==> src/rtl/irq_router_pkg.sv <==
package irq_router_pkg;
  localparam int unsigned IDX_SHIFT = 6;

  typedef enum logic [1:0] {
    ACC_B8  = 2'd0,
    ACC_B16 = 2'd1,
    ACC_B32 = 2'd2,
    ACC_B64 = 2'd3
  } acc_size_e;

  typedef enum logic [1:0] {
    KIND_MASK   = 2'd0,
    KIND_ROUTED = 2'd1,
    KIND_RAW    = 2'd2,
    KIND_NONE   = 2'd3
  } reg_kind_e;
endpackage

==> src/rtl/irq_router_decode.sv <==
module irq_router_decode
  import irq_router_pkg::*;
#(
  parameter int unsigned NUM_CPU = 4,
  parameter int unsigned IDX_W   = 6,
  localparam int unsigned CPU_W  = (NUM_CPU > 1) ? $clog2(NUM_CPU) : 1
) (
  input  logic [IDX_W-1:0] idx,
  input  logic             write,
  input  logic [1:0]       size,
  output reg_kind_e        kind,
  output logic [CPU_W-1:0] cpu_sel,
  output logic             legal
);
  logic [IDX_W-1:0] rel;
  logic             unused_rel_hi;

  always_comb begin
    if (idx < IDX_W'(NUM_CPU))            kind = KIND_MASK;
    else if (idx < IDX_W'(2 * NUM_CPU))   kind = KIND_ROUTED;
    else if (idx == IDX_W'(2 * NUM_CPU))  kind = KIND_RAW;
    else                                  kind = KIND_NONE;
  end

  assign rel     = (kind == KIND_ROUTED) ? (idx - IDX_W'(NUM_CPU)) : idx;
  assign cpu_sel = rel[CPU_W-1:0];
  assign unused_rel_hi = ^rel;

  always_comb begin
    if (acc_size_e'(size) != ACC_B64) legal = 1'b0;
    else if (write)                   legal = (kind == KIND_MASK);
    else                              legal = (kind != KIND_NONE);
  end
endmodule

==> src/rtl/irq_router_maskbank.sv <==
module irq_router_maskbank #(
  parameter int unsigned NUM_CPU   = 4,
  parameter int unsigned NUM_LINES = 64,
  localparam int unsigned CPU_W    = (NUM_CPU > 1) ? $clog2(NUM_CPU) : 1
) (
  input  logic                                clk,
  input  logic                                rst_n,
  input  logic                                wr_en,
  input  logic [CPU_W-1:0]                    wr_cpu,
  input  logic [NUM_LINES-1:0]                wr_data,
  output logic [NUM_CPU-1:0][NUM_LINES-1:0]   mask_q
);
  for (genvar c = 0; c < NUM_CPU; c++) begin : g_mask
    always_ff @(posedge clk) begin
      if (!rst_n)
        mask_q[c] <= '0;
      else if (wr_en && (wr_cpu == CPU_W'(c)))
        mask_q[c] <= wr_data;
    end
  end
endmodule

==> src/rtl/irq_router_reqreg.sv <==
module irq_router_reqreg #(
  parameter int unsigned NUM_LINES = 64,
  localparam int unsigned LINE_W   = (NUM_LINES > 1) ? $clog2(NUM_LINES) : 1
) (
  input  logic                 clk,
  input  logic                 rst_n,
  input  logic                 evt_fire,
  input  logic                 evt_raise,
  input  logic [LINE_W-1:0]    evt_line,
  output logic [NUM_LINES-1:0] raw_q
);
  for (genvar n = 0; n < NUM_LINES; n++) begin : g_line
    always_ff @(posedge clk) begin
      if (!rst_n)
        raw_q[n] <= 1'b0;
      else if (evt_fire && (evt_line == LINE_W'(n)))
        raw_q[n] <= evt_raise;
    end
  end
endmodule

==> src/rtl/irq_router_route.sv <==
module irq_router_route #(
  parameter int unsigned NUM_CPU   = 4,
  parameter int unsigned NUM_LINES = 64
) (
  input  logic                              clk,
  input  logic                              rst_n,
  input  logic [NUM_CPU-1:0][NUM_LINES-1:0] mask_q,
  input  logic [NUM_LINES-1:0]              raw_q,
  output logic [NUM_CPU-1:0][NUM_LINES-1:0] routed,
  output logic [NUM_CPU-1:0]                irq_q
);
  for (genvar c = 0; c < NUM_CPU; c++) begin : g_cpu
    assign routed[c] = mask_q[c] & raw_q;

    always_ff @(posedge clk) begin
      if (!rst_n) irq_q[c] <= 1'b0;
      else        irq_q[c] <= |routed[c];
    end
  end
endmodule

==> src/rtl/irq_router.sv <==
module irq_router
  import irq_router_pkg::*;
#(
  parameter int unsigned NUM_CPU   = 4,
  parameter int unsigned NUM_LINES = 64,
  parameter int unsigned ADDR_W    = 12,
  localparam int unsigned LINE_W   = (NUM_LINES > 1) ? $clog2(NUM_LINES) : 1,
  localparam int unsigned CPU_W    = (NUM_CPU > 1) ? $clog2(NUM_CPU) : 1,
  localparam int unsigned IDX_W    = ADDR_W - IDX_SHIFT
) (
  input  logic                 clk,
  input  logic                 rst_n,
  input  logic                 evt_valid,
  output logic                 evt_ready,
  input  logic                 evt_raise,
  input  logic [LINE_W-1:0]    evt_line,
  input  logic                 bus_valid,
  input  logic                 bus_write,
  input  logic [1:0]           bus_size,
  input  logic [ADDR_W-1:0]    bus_addr,
  input  logic [NUM_LINES-1:0] bus_wdata,
  output logic                 bus_rvalid,
  output logic [NUM_LINES-1:0] bus_rdata,
  output logic                 bus_err,
  output logic [NUM_CPU-1:0]   cpu_irq
);
  logic [NUM_CPU-1:0][NUM_LINES-1:0] mask_q;
  logic [NUM_CPU-1:0][NUM_LINES-1:0] routed;
  logic [NUM_LINES-1:0]              raw_q;
  logic [IDX_W-1:0]                  idx;
  reg_kind_e                         kind;
  logic [CPU_W-1:0]                  cpu_sel;
  logic                              legal;
  logic                              mask_wr;
  logic [NUM_LINES-1:0]              rd_value;
  logic                              unused_low_offset;

  assign evt_ready = 1'b1;
  assign idx       = bus_addr[ADDR_W-1:IDX_SHIFT];
  assign unused_low_offset = ^bus_addr[IDX_SHIFT-1:0];

  irq_router_decode #(.NUM_CPU(NUM_CPU), .IDX_W(IDX_W)) u_decode (
    .idx     (idx),
    .write   (bus_write),
    .size    (bus_size),
    .kind    (kind),
    .cpu_sel (cpu_sel),
    .legal   (legal)
  );

  assign mask_wr = bus_valid && bus_write && legal;

  irq_router_maskbank #(.NUM_CPU(NUM_CPU), .NUM_LINES(NUM_LINES)) u_masks (
    .clk     (clk),
    .rst_n   (rst_n),
    .wr_en   (mask_wr),
    .wr_cpu  (cpu_sel),
    .wr_data (bus_wdata),
    .mask_q  (mask_q)
  );

  irq_router_reqreg #(.NUM_LINES(NUM_LINES)) u_req (
    .clk       (clk),
    .rst_n     (rst_n),
    .evt_fire  (evt_valid && evt_ready),
    .evt_raise (evt_raise),
    .evt_line  (evt_line),
    .raw_q     (raw_q)
  );

  irq_router_route #(.NUM_CPU(NUM_CPU), .NUM_LINES(NUM_LINES)) u_route (
    .clk    (clk),
    .rst_n  (rst_n),
    .mask_q (mask_q),
    .raw_q  (raw_q),
    .routed (routed),
    .irq_q  (cpu_irq)
  );

  always_comb begin
    rd_value = '0;
    if (legal) begin
      unique case (kind)
        KIND_MASK:   rd_value = mask_q[cpu_sel];
        KIND_ROUTED: rd_value = routed[cpu_sel];
        KIND_RAW:    rd_value = raw_q;
        default:     rd_value = '0;
      endcase
    end
  end

  always_ff @(posedge clk) begin
    if (!rst_n) begin
      bus_rvalid <= 1'b0;
      bus_rdata  <= '0;
      bus_err    <= 1'b0;
    end else begin
      bus_rvalid <= bus_valid && !bus_write;
      bus_err    <= bus_valid && !legal;
      if (bus_valid && !bus_write)
        bus_rdata <= rd_value;
    end
  end
endmodule

==> config.mk <==
export PLATFORM = sky130hd
export DESIGN_NAME = irq_router
export DESIGN_NICKNAME = d
export VERILOG_FILES = /design/src/rtl/irq_router_pkg.sv /design/src/rtl/irq_router_decode.sv /design/src/rtl/irq_router_maskbank.sv /design/src/rtl/irq_router_reqreg.sv /design/src/rtl/irq_router_route.sv /design/src/rtl/irq_router.sv
export SDC_FILE = /design/constraint.sdc
export NUM_CORES = 1
export LEC_CHECK = 0
export BUFFER_PORTS_ARGS = -buffer_cell sky130_fd_sc_hd__buf_2
export CAP_MARGIN = 20
export CORE_MARGIN = 4
export CORE_UTILIZATION = 40
export CTS_CLUSTER_DIAMETER = 200
export CTS_CLUSTER_SIZE = 14
export DETAILED_ROUTE_END_ITERATION = 10
export HOLD_SLACK_MARGIN = 0.12
export PLACE_DENSITY_LB_ADDON = 0.1
export SYNTH_ARGS = -nofsm -noshare
export SYNTH_HDL_FRONTEND = slang
export SYNTH_HIERARCHICAL = 1
export SYNTH_SLANG_ARGS = --single-unit
export TNS_END_PERCENT = 50
==> constraint.sdc <==
create_clock -name clk -period 2.5 [get_ports clk]
set_clock_uncertainty 0.05 [all_clocks]
set_input_delay 0.5 -clock clk [delete_from_list [all_inputs] [get_ports clk]]
set_output_delay 0.5 -clock clk [all_outputs]
set_load 0.05 [all_outputs]
==> out/results.tsv, run 1 <==
stage	metric	value	unit
status	status	finished clean	
yosys	synth-edff-count	0	
hold_path	min_from	bus_wdata[32]	
clock_network	cts_setup_buffers	0	
clock_network	cts_tree	yes	
clock_network	cts_made_buffers	31	
die	core	53900	sq um
yosys	ys_warn_count	6	
die	io_pins	161	
clock_network	worstSkewPairLatency	0.61	ns
timing	period_share	95.7	%
hold_path	min_path_type	in2reg	
grt	grt_pass1_vias	18200	
yosys	synth_area_leaders	dfxtp_1 36%, mux2i_1 14%, mux2_2 12%, nand2_1 8.2%, and2_1 7.3%	
yosys	synthArstFlopShare	0	%
clock_network	root_buffer	clkbuf_16	
power_and_ir_drop	p_switching	2.85	mW
routing	viasPerCell	5.98	
worst_setup_path	r2r_start	u_req/raw_q[52]$_SDFFE_PN0P_	
placement	placed_area	23300	sq um
yosys	synth_top_area_share	35.7	%
die	fp-row-count	85	
timing	post-route-min-period	2.39	ns
worst_setup_path	crit_arrival	2.80	ns
routing	routedWlPerCell	25.0	um
hold_path	whs_path_depth	3	
yosys	ys.flop_type	dfxtp_1	
worst_setup_path	reg2reg_to	u_route/irq_q[2]$_SDFF_PN0_	
power_and_ir_drop	p_int	8.65	mW
timing	hold_viol	0	
yosys	seq_area_frac_synth	35.7	%
timing	tightest_slew	0.802	ns
final_layout	final_common_cell	nand2_1	
power_and_ir_drop	p_leak	10.5	nW
yosys	syn_nets	2344	
power_and_ir_drop	irDropWorstVdd	0.000528	V
clock_network	clock-sinks	390	
grt	antenna_found_initial	8	
hold_path	hold_end	u_masks/mask_q[96]$_SDFFE_PN0P_	
placement	dp.cells	3004	
final_layout	design_area	24100	sq um
final_layout	drive_above_1_share	22.7	%
yosys	syn_avg_cell_area	9.70	sq um
placement	dp_hpwl	51.0	mm
power_and_ir_drop	combPwrFrac	6.6	%
final_layout	nets	2432	
yosys	synth_area	21900	sq um
final_layout	final_cells	3042	
worst_setup_path	required	2.90	ns
placement	numPortBuffers	153	
routing	postRouteAntennaNets	0	
power_and_ir_drop	power_per_cell_area	478	nW/um^2
clock_network	cts-resized-gates	0	
power_and_ir_drop	seq_power_share	54.2	%
worst_setup_path	end_kind	flip-flop	
die	dieArea	58500	sq um
worst_setup_path	reg2regPathDepth	4	
flow_run	cap_violations	0	
yosys	syn_inst	2254	
yosys	synth_cell_types	50	
worst_setup_path	cp_max_fo	6	
timing	holdWs	0.165	ns
clock_network	clk_pin_slew_worst_paths	0.07	ns
worst_setup_path	criticalPathCategory	reg2reg	
final_layout	final_cell_mix	474 x nand2_1, 390 x dfxtp_1, 300 x mux2i_1	
grt	grt_pass1_wl	114	mm
routing	drtIter0Drc	1650	
clock_network	hold_buffers	1	
timing	setup_tns	0	ns
timing	setup_violations	0	
clock_network	clk_path_buf_depth	3	
yosys	ys_ff_latch	390	
die	die_h	242	um
worst_setup_path	r2r_slack	0.11	ns
grt	globalRouteOverflowTotal	0	
routing	remaining_drc_errors	0	
power_and_ir_drop	netSwitchingFraction	24.8	%
die	die_w	242	um
timing	rsz0062_at_grt	no	
clock_network	cts_max_level	1	
routing	drt_pre_antenna_iters	9	
power_and_ir_drop	p_clk_share	39.2	%
timing	max_slew_margin	46.1	%
timing	maxSlewViolCount	0	
placement	place_congestion	0.890	
worst_setup_path	start_kind	flip-flop	
final_layout	final_util	44.7	%
final_layout	fillers	5167	
routing	vias	18200	
grt	track_usage	24.6	%
yosys	synth_top_cell_by_area	dfxtp_1	
routing	finalWirelength	76.0	mm
die	start_util	40.5	%
timing	max_freq	418	MHz
final_layout	areaGrowthSynthToFinish	10.1	%
grt	grt_max_degree	83	
[Yosys cell counts (2+ instances only)]
cell / number
nor3b_2: 2
nor4_1: 25
a221oi_2: 12
buf_6: 15
and4_1: 8
buf_4: 26
mux2_2: 229
o41a_1: 4
mux2i_1: 300
or4_1: 20
nand2_1: 475
buf_2: 75
a221oi_1: 52
and3_1: 2
nand3_1: 2
o211ai_1: 20
a22oi_1: 32
nand4_1: 12
buf_12: 7
clkbuf_4: 2
mux2_1: 27
clkbuf_1: 38
nor4b_2: 4
nand4b_2: 4
o31ai_1: 20
and2_1: 256
and3b_1: 3
buf_8: 18
nand3b_1: 5
dfxtp_1: 390
and4bb_1: 5
a222oi_1: 128
nor2_1: 19
[stage by stage]
step | total power, mW | worst slack [ns]
final | 11.5 | 0.106
after global routing | 11.9 | 0.0958
after CTS | 11.6 | 0.134
after detailed placement | 7.13 | -0.00815
after global placement | 7.12 | 0.0579
after floorplan | 6.85 | 0.449
[worst max path at each step]
| stage | from | to | depth (start not counted) |
|---|---|---|---|
| after floorplan | bus_addr[10] | bus_rdata[55]$_SDFFE_PN0P_ | 6 |
| after global placement | bus_addr[10] | bus_rdata[49]$_SDFFE_PN0P_ | 7 |
| after detailed placement | bus_addr[10] | bus_rdata[49]$_SDFFE_PN0P_ | 7 |
| after CTS | u_req/raw_q[52]$_SDFFE_PN0P_ | u_route/irq_q[2]$_SDFF_PN0_ | 4 |
| after global routing | u_req/raw_q[52]$_SDFFE_PN0P_ | u_route/irq_q[2]$_SDFF_PN0_ | 4 |
| final | u_req/raw_q[52]$_SDFFE_PN0P_ | u_route/irq_q[2]$_SDFF_PN0_ | 4 |
[logic make-up (layout without fill, tap and decap cells)]
| group | after synthesis | after routing | synth area share [%] |
|---|---|---|---|
| compound gates | 272 | 272 | 11.6 |
| buf+inv | 183 | 270 | 6.01 |
| flops | 390 | 390 | 35.7 |
| mux | 556 | 556 | 26.9 |
| other cells | 1 | 6 | 0.0172 |
| simple gates | 852 | 852 | 19.8 |
[area by class of cell]
cell class,instances,area [sq um],share of cell area [%]
Timing Repair Buffer,237,1810,7.51
Inverter,1,3.75,0.0156
Multi-Input combinational cell,1681,12800,53.1
Tap cell,696,871,3.62
Antenna cell,5,12.5,0.0520
Clock buffer,32,790,3.28
Sequential cell,390,7810,32.4
[critical path: stages (launching register included)]
cell and delay [ns]:
dfxtp_1 0.39, and2_1 0.24, or4_1 0.56, or4_1 0.53
o41a_1 0.48
[power by group through the flow]
| stage | clock network (mW) | registers (mW) | logic (mW) |
|---|---|---|---|
| floorplan | 0 | 6.37 | 0.474 |
| global placement | 0 | 6.37 | 0.748 |
| CTS | 4.64 | 6.23 | 0.758 |
| finish | 4.51 | 6.23 | 0.758 |
| detailed placement | 0 | 6.37 | 0.754 |
| global route | 4.83 | 6.23 | 0.803 |
[sequential cells by signal, indices dropped and copies added, names as in the netlist]
signal and count:
u_masks/mask_q 256, bus_rdata 64, u_req/raw_q 64, u_route/irq_q 4, bus_err 1, bus_rvalid 1
[routing by layer]
| layer | routed length, um | track usage (%) |
|---|---|---|
| met1 | 33200 | 31.9 |
| met2 | 36400 | 42.0 |
| met5 | 17 | 0 |
| met4 | 2580 | 8.96 |
| met3 | 3860 | 3.43 |
(Power assumes the default switching activity.)
==> inputs of run 2 (changes only) <==
--- a/config.mk
+++ b/config.mk
@@ -13,7 +13,7 @@
 export CTS_CLUSTER_SIZE = 14
 export DETAILED_ROUTE_END_ITERATION = 10
 export HOLD_SLACK_MARGIN = 0.12
-export PLACE_DENSITY_LB_ADDON = 0.1
+export PLACE_DENSITY = 0.62
 export SYNTH_ARGS = -nofsm -noshare
 export SYNTH_HDL_FRONTEND = slang
 export SYNTH_HIERARCHICAL = 1
==> run 2 against run 1 <==
- register-to-register slack improved by 0.05 ns
- core utilization increased by 0.12 points
- non-clock buffer count decreased by 3
- critical path type unchanged
- cell count about the same
- global-route usage decreased by 0.68 points
==> out/results.tsv, run 2 (synthesis gave the netlist of run 1 again) <==
stage	metric	value	unit	change
status	status	finished clean		unchanged
final_layout	nets	2429		was 2432
hold_path	whs_path_depth	3		unchanged
routing	finalWirelength	74.1	mm	was 76.0 mm
clock_network	clk_path_buf_depth	3		unchanged
timing	fin_ws	0.160	ns	was 0.106 ns
die	fp-row-count	85		unchanged
timing	rsz0062_at_grt	no		unchanged
final_layout	reg.largest.list	u_masks/mask_q x256, bus_rdata x64, u_req/raw_q x64		unchanged
routing	remaining_drc_errors	0		unchanged
power_and_ir_drop	p_leak	10.5	nW	about the same
clock_network	cts-resized-gates	0		unchanged
clock_network	clock-sinks	390		unchanged
routing	wirelength_met1	30.6	mm	was 33.2 mm
grt	antenna_found_initial	5		was 8
routing	routedWlPerCell	24.4	um	was 25.0 um
final_layout	design_area	24100	sq um	about the same
hold_path	min_from	bus_wdata[17]		was bus_wdata[32]
flow_run	cap_violations	0		unchanged
final_layout	largest_register	u_masks/mask_q		unchanged
clock_network	cts_tree	yes		unchanged
timing	hold_viol	0		unchanged
final_layout	drive_above_1_share	22.6	%	was 22.7%
die	die_h	242	um	unchanged
grt	grt_pass1_wl	113	mm	was 114 mm
final_layout	areaGrowthSynthToFinish	10.4	%	was 10.1%
placement	dp_hpwl	50.0	mm	was 51.0 mm
grt	grt_pass1_vias	18900		was 18200
die	start_util	40.5	%	unchanged
placement	placed_area	23300	sq um	about the same
routing	routed.top_layer	met4		was met5
power_and_ir_drop	power_per_cell_area	475	nW/um^2	was 478 nW/um^2
routing	viasPerCell	6.16		was 5.98
die	dieArea	58500	sq um	unchanged
placement	place_congestion	0.908		was 0.890
routing	vias	18700		was 18200
clock_network	cts_made_buffers	31		unchanged
worst_setup_path	crit_path_start	u_req/raw_q[8]$_SDFFE_PN0P_		was u_req/raw_q[52]$_SDFFE_PN0P_
timing	tightest_slew	0.881	ns	was 0.802 ns
clock_network	root_buffer	clkbuf_16		unchanged
worst_setup_path	r2r_start	u_req/raw_q[8]$_SDFFE_PN0P_		was u_req/raw_q[52]$_SDFFE_PN0P_
final_layout	largest_register_ffs	256		unchanged
timing	max_slew_margin	41.1	%	was 46.1%
timing	post-route-min-period	2.34	ns	was 2.39 ns
final_layout	final_common_cell	nand2_1		unchanged
grt	track_usage	23.9	%	was 24.6%
timing	setup_tns	0	ns	unchanged
hold_path	min_path_type	in2reg		unchanged
worst_setup_path	end_kind	flip-flop		unchanged
routing	drtIter0Drc	1924		was 1650
final_layout	final_cell_mix	474 x nand2_1, 390 x dfxtp_1, 300 x mux2i_1		unchanged
clock_network	cts_setup_buffers	0		unchanged
die	core	53900	sq um	unchanged
clock_network	clk_pin_slew_worst_paths	0.07	ns	about the same
die	die_w	242	um	unchanged
worst_setup_path	cp_max_fo	6		unchanged
grt	globalRouteOverflowTotal	0		unchanged
worst_setup_path	criticalPathCategory	reg2reg		unchanged
placement	post-place-ws	0.0580	ns	was -0.00815 ns
timing	max_freq	427	MHz	was 418 MHz
routing	postRouteAntennaNets	0		unchanged
clock_network	worstSkewPairLatency	0.59	ns	was 0.61 ns
timing	setup_violations	0		unchanged
routing	route.met2.wl	35.2	mm	was 36.4 mm
routing	route.met3.wl	5.23	mm	was 3.86 mm
worst_setup_path	start_kind	flip-flop		unchanged
worst_setup_path	reg2regPathDepth	4		unchanged
clock_network	hold_buffers	1		unchanged
timing	period_share	93.6	%	was 95.7%
worst_setup_path	crit_arrival	2.74	ns	was 2.80 ns
timing	maxSlewViolCount	0		unchanged
placement	numPortBuffers	153		unchanged
die	io_pins	161		unchanged
worst_setup_path	required	2.90	ns	about the same
routing	drt_pre_antenna_iters	9		unchanged
grt	grt_max_degree	117		was 83
power_and_ir_drop	irDropWorstVdd	0.000506	V	was 0.000528 V
clock_network	cts_max_level	1		unchanged
[run 2: critical path: stages, from the launching register on]
cell	delay, ns
dfxtp_1	0.37
and2_1	0.17
or4_1	0.58
or4_1	0.55
o41a_1	0.48
[run 2: worst paths after layout]
kind | end | slack (ns)
max | u_route/irq_q[1]$_SDFF_PN0_ | 0.16
min | u_masks/mask_q[17]$_SDFFE_PN0P_ | 0.18
max reg2reg | u_route/irq_q[1]$_SDFF_PN0_ | 0.16
min reg2reg | u_masks/mask_q[30]$_SDFFE_PN0P_ | 0.42
[run 2: where the power goes]
part	switching [mW]	total [mW]	leakage, nW	internal [mW]
Clock	2.28	4.48	0.389	2.20
Sequential	0.0121	6.23	3.14	6.22
Combinational	0.525	0.753	6.95	0.228
[run 2: metal layers]
metal | vias to the layer above | GRT usage (%)
met2 | 817 | 40.7
met1 | 9234 | 30.5
met5 | - | 0
li1 | 8480 | -
met4 | 0 | 10.1
met3 | 182 | 3.27
[run 2: area by class of cell]
type / instances / area [sq um]
Clock buffer: 32 / 790
Fill cell: 5053 / 29800
Antenna cell: 5 / 12.5
Inverter: 1 / 3.75
Tap cell: 696 / 871
Sequential cell: 390 / 7810
Timing Repair Buffer: 234 / 1870
Multi-Input combinational cell: 1681 / 12800
[run 2: stage by stage]
| step | hold slack [ns] | total power, mW | utilization, % | instances |
|---|---|---|---|---|
| global route | 0.192 | 11.8 | 44.8 | 3036 |
| CTS | 0.158 | 11.5 | 44.8 | 3034 |
| global placement | 0.399 | 7.10 | 43.3 | 3001 |
| floorplan | 0.389 | 6.85 | - | 2254 |
| finish | 0.181 | 11.5 | 44.8 | 3039 |
| detailed placement | 0.410 | 7.12 | 43.3 | 3001 |
